--- src/rtl/cal_pkg.sv ---
package cal_pkg;
  localparam logic [1:0] FLAG_SMALL = 2'd1;
  localparam logic [1:0] FLAG_LARGE = 2'd2;

  typedef enum logic [1:0] {
    ST_OFFER = 2'd0,
    ST_AWAIT = 2'd1,
    ST_SHIFT = 2'd2
  } sched_st_e;
endpackage

--- src/rtl/cal_sched.sv ---
module cal_sched
  import cal_pkg::*;
#(
  parameter int N_SMALL = 16,
  parameter int N_LARGE = 32,
  parameter int UW      = 5
) (
  input  logic          clk,
  input  logic          rst_n,
  output logic          plan_valid,
  input  logic          plan_ready,
  output logic [1:0]    plan_flag,
  output logic [UW-1:0] plan_unit,
  output logic          plan_term,
  input  logic          upd_valid,
  output logic          upd_ready,
  output logic          wr_small,
  output logic          wr_large,
  output logic [UW-1:0] wr_idx,
  output logic          shift_en
);
  localparam logic [UW-1:0] LAST_S = UW'(N_SMALL - 1);
  localparam logic [UW-1:0] LAST_L = UW'(N_LARGE - 1);
  localparam logic [UW-1:0] FIRST  = UW'(1);

  sched_st_e     st;
  logic          large_pass;
  logic [UW-1:0] idx;
  logic          upd_fire;

  assign plan_valid = (st == ST_OFFER);
  assign upd_ready  = (st == ST_AWAIT);
  assign shift_en   = (st == ST_SHIFT);
  assign plan_flag  = large_pass ? FLAG_LARGE : FLAG_SMALL;
  assign plan_unit  = idx;
  assign plan_term  = !large_pass;
  assign upd_fire   = upd_ready && upd_valid;
  assign wr_small   = upd_fire && !large_pass;
  assign wr_large   = upd_fire && large_pass;
  assign wr_idx     = idx;

  always_ff @(posedge clk or negedge rst_n) begin
    if (!rst_n) begin
      st         <= ST_OFFER;
      large_pass <= 1'b0;
      idx        <= FIRST;
    end else begin
      case (st)
        ST_OFFER: if (plan_ready) st <= ST_AWAIT;
        ST_AWAIT: begin
          if (upd_valid) begin
            if (!large_pass && idx == LAST_S) begin
              st         <= ST_SHIFT;
              large_pass <= 1'b1;
              idx        <= FIRST;
            end else if (large_pass && idx == LAST_L) begin
              st         <= ST_OFFER;
              large_pass <= 1'b0;
              idx        <= FIRST;
            end else begin
              st  <= ST_OFFER;
              idx <= idx + UW'(1);
            end
          end
        end
        ST_SHIFT: st <= ST_OFFER;
        default:  st <= ST_OFFER;
      endcase
    end
  end
endmodule

--- src/rtl/cal_wbank.sv ---
module cal_wbank #(
  parameter int             N         = 16,
  parameter int             WW        = 20,
  parameter int             IW        = 5,
  parameter logic [WW-1:0]  INIT      = '0,
  parameter bit             SHIFTABLE = 1'b0
) (
  input  logic            clk,
  input  logic            rst_n,
  input  logic            wr_en,
  input  logic [IW-1:0]   wr_idx,
  input  logic [WW-1:0]   wr_delta,
  input  logic            sh_en,
  input  logic [WW-1:0]   sh_delta,
  output logic [N*WW-1:0] rd_flat
);
  for (genvar g = 0; g < N; g++) begin : g_ent
    if (g == 0) begin : g_ref
      assign rd_flat[g*WW +: WW] = INIT;
    end else begin : g_est
      logic [WW-1:0] w;
      always_ff @(posedge clk or negedge rst_n) begin
        if (!rst_n) begin
          w <= INIT;
        end else if (wr_en && wr_idx == IW'(g)) begin
          w <= w + wr_delta;
        end else if (SHIFTABLE && sh_en) begin
          w <= w + sh_delta;
        end
      end
      assign rd_flat[g*WW +: WW] = w;
    end
  end
endmodule

--- src/rtl/cal_cref.sv ---
module cal_cref #(
  parameter int            N_SMALL   = 16,
  parameter int            WW        = 20,
  parameter int            REF_LO    = 8,
  parameter int            REF_HI    = 15,
  parameter logic [WW-1:0] PREV_INIT = '0
) (
  input  logic                  clk,
  input  logic                  rst_n,
  input  logic [N_SMALL*WW-1:0] small_flat,
  input  logic                  shift_en,
  output logic [WW-1:0]         shift_delta
);
  logic [WW-1:0] sum_now;
  logic [WW-1:0] sum_prev;

  always_comb begin
    sum_now = '0;
    for (int i = REF_LO; i <= REF_HI; i++) begin
      sum_now = sum_now + small_flat[i*WW +: WW];
    end
  end

  assign shift_delta = sum_now - sum_prev;

  always_ff @(posedge clk or negedge rst_n) begin
    if (!rst_n)        sum_prev <= PREV_INIT;
    else if (shift_en) sum_prev <= sum_now;
  end
endmodule

--- src/rtl/cal_two_ref_tracker.sv ---
module cal_two_ref_tracker #(
  parameter int N_SMALL = 16,
  parameter int N_LARGE = 32,
  parameter int WW      = 20,
  parameter int FRAC    = 8,
  parameter int RATIO   = 8,
  parameter int REF_LO  = 8,
  parameter int REF_HI  = 15,
  parameter int UW      = $clog2(N_LARGE)
) (
  input  logic                  clk,
  input  logic                  rst_n,
  output logic                  plan_valid,
  input  logic                  plan_ready,
  output logic [1:0]            plan_flag,
  output logic [UW-1:0]         plan_unit,
  output logic                  plan_term,
  input  logic                  upd_valid,
  output logic                  upd_ready,
  input  logic [WW-1:0]         upd_delta,
  output logic [N_SMALL*WW-1:0] wt_small,
  output logic [N_LARGE*WW-1:0] wt_large
);
  localparam logic [WW-1:0] SMALL_INIT = WW'(2) << FRAC;
  localparam logic [WW-1:0] LARGE_INIT = WW'(2 * RATIO) << FRAC;
  localparam logic [WW-1:0] PREV_INIT  = WW'((REF_HI - REF_LO + 1) * 2) << FRAC;

  logic          wr_small, wr_large, shift_en;
  logic [UW-1:0] wr_idx;
  logic [WW-1:0] shift_delta;

  cal_sched #(.N_SMALL(N_SMALL), .N_LARGE(N_LARGE), .UW(UW)) u_sched (
    .clk(clk), .rst_n(rst_n),
    .plan_valid(plan_valid), .plan_ready(plan_ready),
    .plan_flag(plan_flag), .plan_unit(plan_unit), .plan_term(plan_term),
    .upd_valid(upd_valid), .upd_ready(upd_ready),
    .wr_small(wr_small), .wr_large(wr_large), .wr_idx(wr_idx),
    .shift_en(shift_en)
  );

  cal_wbank #(.N(N_SMALL), .WW(WW), .IW(UW), .INIT(SMALL_INIT), .SHIFTABLE(1'b0)) u_small (
    .clk(clk), .rst_n(rst_n),
    .wr_en(wr_small), .wr_idx(wr_idx), .wr_delta(upd_delta),
    .sh_en(1'b0), .sh_delta('0),
    .rd_flat(wt_small)
  );

  cal_wbank #(.N(N_LARGE), .WW(WW), .IW(UW), .INIT(LARGE_INIT), .SHIFTABLE(1'b1)) u_large (
    .clk(clk), .rst_n(rst_n),
    .wr_en(wr_large), .wr_idx(wr_idx), .wr_delta(upd_delta),
    .sh_en(shift_en), .sh_delta(shift_delta),
    .rd_flat(wt_large)
  );

  cal_cref #(.N_SMALL(N_SMALL), .WW(WW), .REF_LO(REF_LO), .REF_HI(REF_HI),
             .PREV_INIT(PREV_INIT)) u_cref (
    .clk(clk), .rst_n(rst_n),
    .small_flat(wt_small), .shift_en(shift_en), .shift_delta(shift_delta)
  );
endmodule

--- config.mk ---
export PLATFORM = sky130hd
export DESIGN_NAME = cal_two_ref_tracker
export DESIGN_NICKNAME = d
export VERILOG_FILES = /design/src/rtl/cal_pkg.sv /design/src/rtl/cal_sched.sv /design/src/rtl/cal_wbank.sv /design/src/rtl/cal_cref.sv /design/src/rtl/cal_two_ref_tracker.sv
export SDC_FILE = /design/constraint.sdc
export NUM_CORES = 2
export LEC_CHECK = 0
export BUFFER_PORTS_ARGS = -buffer_cell sky130_fd_sc_hd__buf_2
export CELL_PAD_IN_SITES_DETAIL_PLACEMENT = 0
export CELL_PAD_IN_SITES_GLOBAL_PLACEMENT = 1
export CORE_MARGIN = 2
export CORE_UTILIZATION = 46
export DETAILED_ROUTE_END_ITERATION = 10
export HOLD_SLACK_MARGIN = 0.15
export PLACE_DENSITY_LB_ADDON = 0.1
export SETUP_SLACK_MARGIN = 0.3
export SKIP_CTS_REPAIR_TIMING = 1
export SLEW_MARGIN = 25
export SYNTH_ARGS = -nofsm -noshare
export SYNTH_HDL_FRONTEND = slang
export SYNTH_HIERARCHICAL = 1
export SYNTH_SLANG_ARGS = --single-unit
--- constraint.sdc ---
create_clock -name clk -period 9.4 [get_ports clk]
set_input_delay 1.88 -clock clk [delete_from_list [all_inputs] [get_ports clk]]
set_output_delay 1.88 -clock clk [all_outputs]
set_load 0.01 [all_outputs]
==> impl_metrics.ini <==
[global_routing]
grt_usage_pct = 34.4
grt_pass1_vias = 74400
grt_pass1_wl_mm = 494
grt_max_degree = 138
antenna_found_initial = 31
gr-total-overflow = 0

[drt]
drt_iter0_markers = 6045
dr.pass1.iters = 5
antenna_left = 0
wl_mm = 339
num_vias = 78300
drc = 0
via_per_inst = 5.83
wl_per_cell_microns = 25.3

[setup_path]
critPathLaunchType = flop
regToRegEndpoint = u_large/g_ent[21].g_est.w[18]$_DFFE_PN0P_
critPathLaunch = u_small/g_ent[11].g_est.w[2]$_DFFE_PN0P_
r2r-start = u_small/g_ent[11].g_est.w[2]$_DFFE_PN0P_
path_class = flop to flop
cp_data_arrival_time_ns = 9.23
crit_top_cell = inv_1
r2r_slack_ns = 0.82
worst_ep_required_time_ns = 10.06
cp_slowest_cell = fa_1
endpoint_kind = flop
cpPeakStageDelay_ns = 0.62
reg2reg_depth = 32
cp_max_fo = 31

[sta]
report.final.setup_viol = 0
setup-tns-final_ns = 0
rsz0062_at_grt = false
slew_violations = 0
max_freq_ghz = 0.117
period_needed_ns = 8.58
final-hold-violation-count = 0
worst_pin_slew_ns = 1.07
period_share_pct = 91.2
setup_slack_ns = 0.823
max_slew_margin_pct = 28.7
finalHoldWorstSlack_ns = 0.457
fin_skew_ns = 0.0239

[clock_tree]
cts.htree.levels = 4
clockBufferDepth = 3
clockRootBuffer = clkbuf_16
path_clk_slew_ns = 0.05
cts_tree = done
clk_latency_ns = 0.80
cts.sinks = 948
cts_buffers = 131

[placement]
pre_cts_ws_ns = 0.806
numPortBuffers = 953
routabilityCongestion = 0.936
place_area_sq_um = 94300
post-dp-hpwl_mm = 246

[synth]
synth_area_sq_um = 86400
syn-mean-instance-area_sq_um = 8.66
syn_inst = 9978
ys_warn_count = 6

[floorplan]
start_util_pct = 46.1
num_rows = 159
die_x_microns = 437
io_pins = 994
core_sq_um = 187000
die_h_microns = 437
dieArea_sq_um = 191000

[worst_hold_path]
min_to = u_small/g_ent[6].g_est.w[19]$_DFFE_PN0P_
min_path_type = flop to flop
hold_start = u_small/g_ent[6].g_est.w[19]$_DFFE_PN0P_
worstHoldPathCells = 1

[flow_run]
maxCapViolations = 0

[final_layout]
layout_commonest_cell = nand2_1
drive_above_1_share_pct = 20.2
layout_common_cells = 1,220 x nand2_1, 932 x buf_2, 916 x ha_1, 900 x o21ai_0, 900 x dfrtp_1
final_nets = 11900
fin_area_sq_um = 98900
area_growth_pct = 14.5

[outcome]
status = finished clean
sequential cells by signal, indices dropped and copies added (netlist names):
register,cells
u_sched/large_pass,1
u_sched/plan_unit,5
u_large/g_ent.g_est.w,620
u_small/g_ent.g_est.w,300
u_cref/sum_prev,20
u_sched/st,2
area by class of cell:
| class | instances | area, sq um |
|---|---|---|
| diodes | 11 | 27.5 |
| clock buffers | 200 | 3920 |
| clock inverters | 43 | 574 |
| fillers | 17700 | 88300 |
| inverters | 567 | 2130 |
| multi-input cells | 8053 | 59100 |
| flip-flops and latches | 948 | 23800 |
| well taps | 2495 | 3120 |
| repair buffers | 1112 | 6230 |
metal layers:
metal,share of wire (%),wire (microns),track usage [%]
met1,41,138000,43.2
met2,45,151000,54.1
met3,6.9,23300,6.17
met4,7.8,26500,23.1
met5,0.012,41,0
worst max path at each step:
stage                                                      to  depth (start not counted)
global route         u_large/g_ent[5].g_est.w[19]$_DFFE_PN0P_                         36
CTS                  u_large/g_ent[5].g_est.w[19]$_DFFE_PN0P_                         36
finish              u_large/g_ent[21].g_est.w[18]$_DFFE_PN0P_                         32
global placement     u_large/g_ent[5].g_est.w[19]$_DFFE_PN0P_                         36
floorplan            u_large/g_ent[2].g_est.w[19]$_DFFE_PN0P_                         34
detailed placement   u_large/g_ent[3].g_est.w[19]$_DFFE_PN0P_                         35
worst max-delay path, delay by kind of cell, from the launching register on:
family | cells | cell delay (ns)
compound gates | 13 | 3.12
xor+xnor | 2 | 0.31
fa+ha+maj | 8 | 3.50
buf+inv | 7 | 0.75
flops | 1 | 0.38
mux | 1 | 0.23
simple gates | 1 | 0.07
stage by stage:
step | util [%] | instances
2_1_floorplan | - | 10000
3_3_place_gp | 50.4 | 13200
3_5_place_dp | 50.4 | 13200
4_1_cts | 52.8 | 13400
5_1_grt | 52.8 | 13400
6_report | 52.8 | 13400
Power is left out: the tool's default activity adds up to more than one toggle a clock period on the data nets, which glitch-free logic cannot reach.
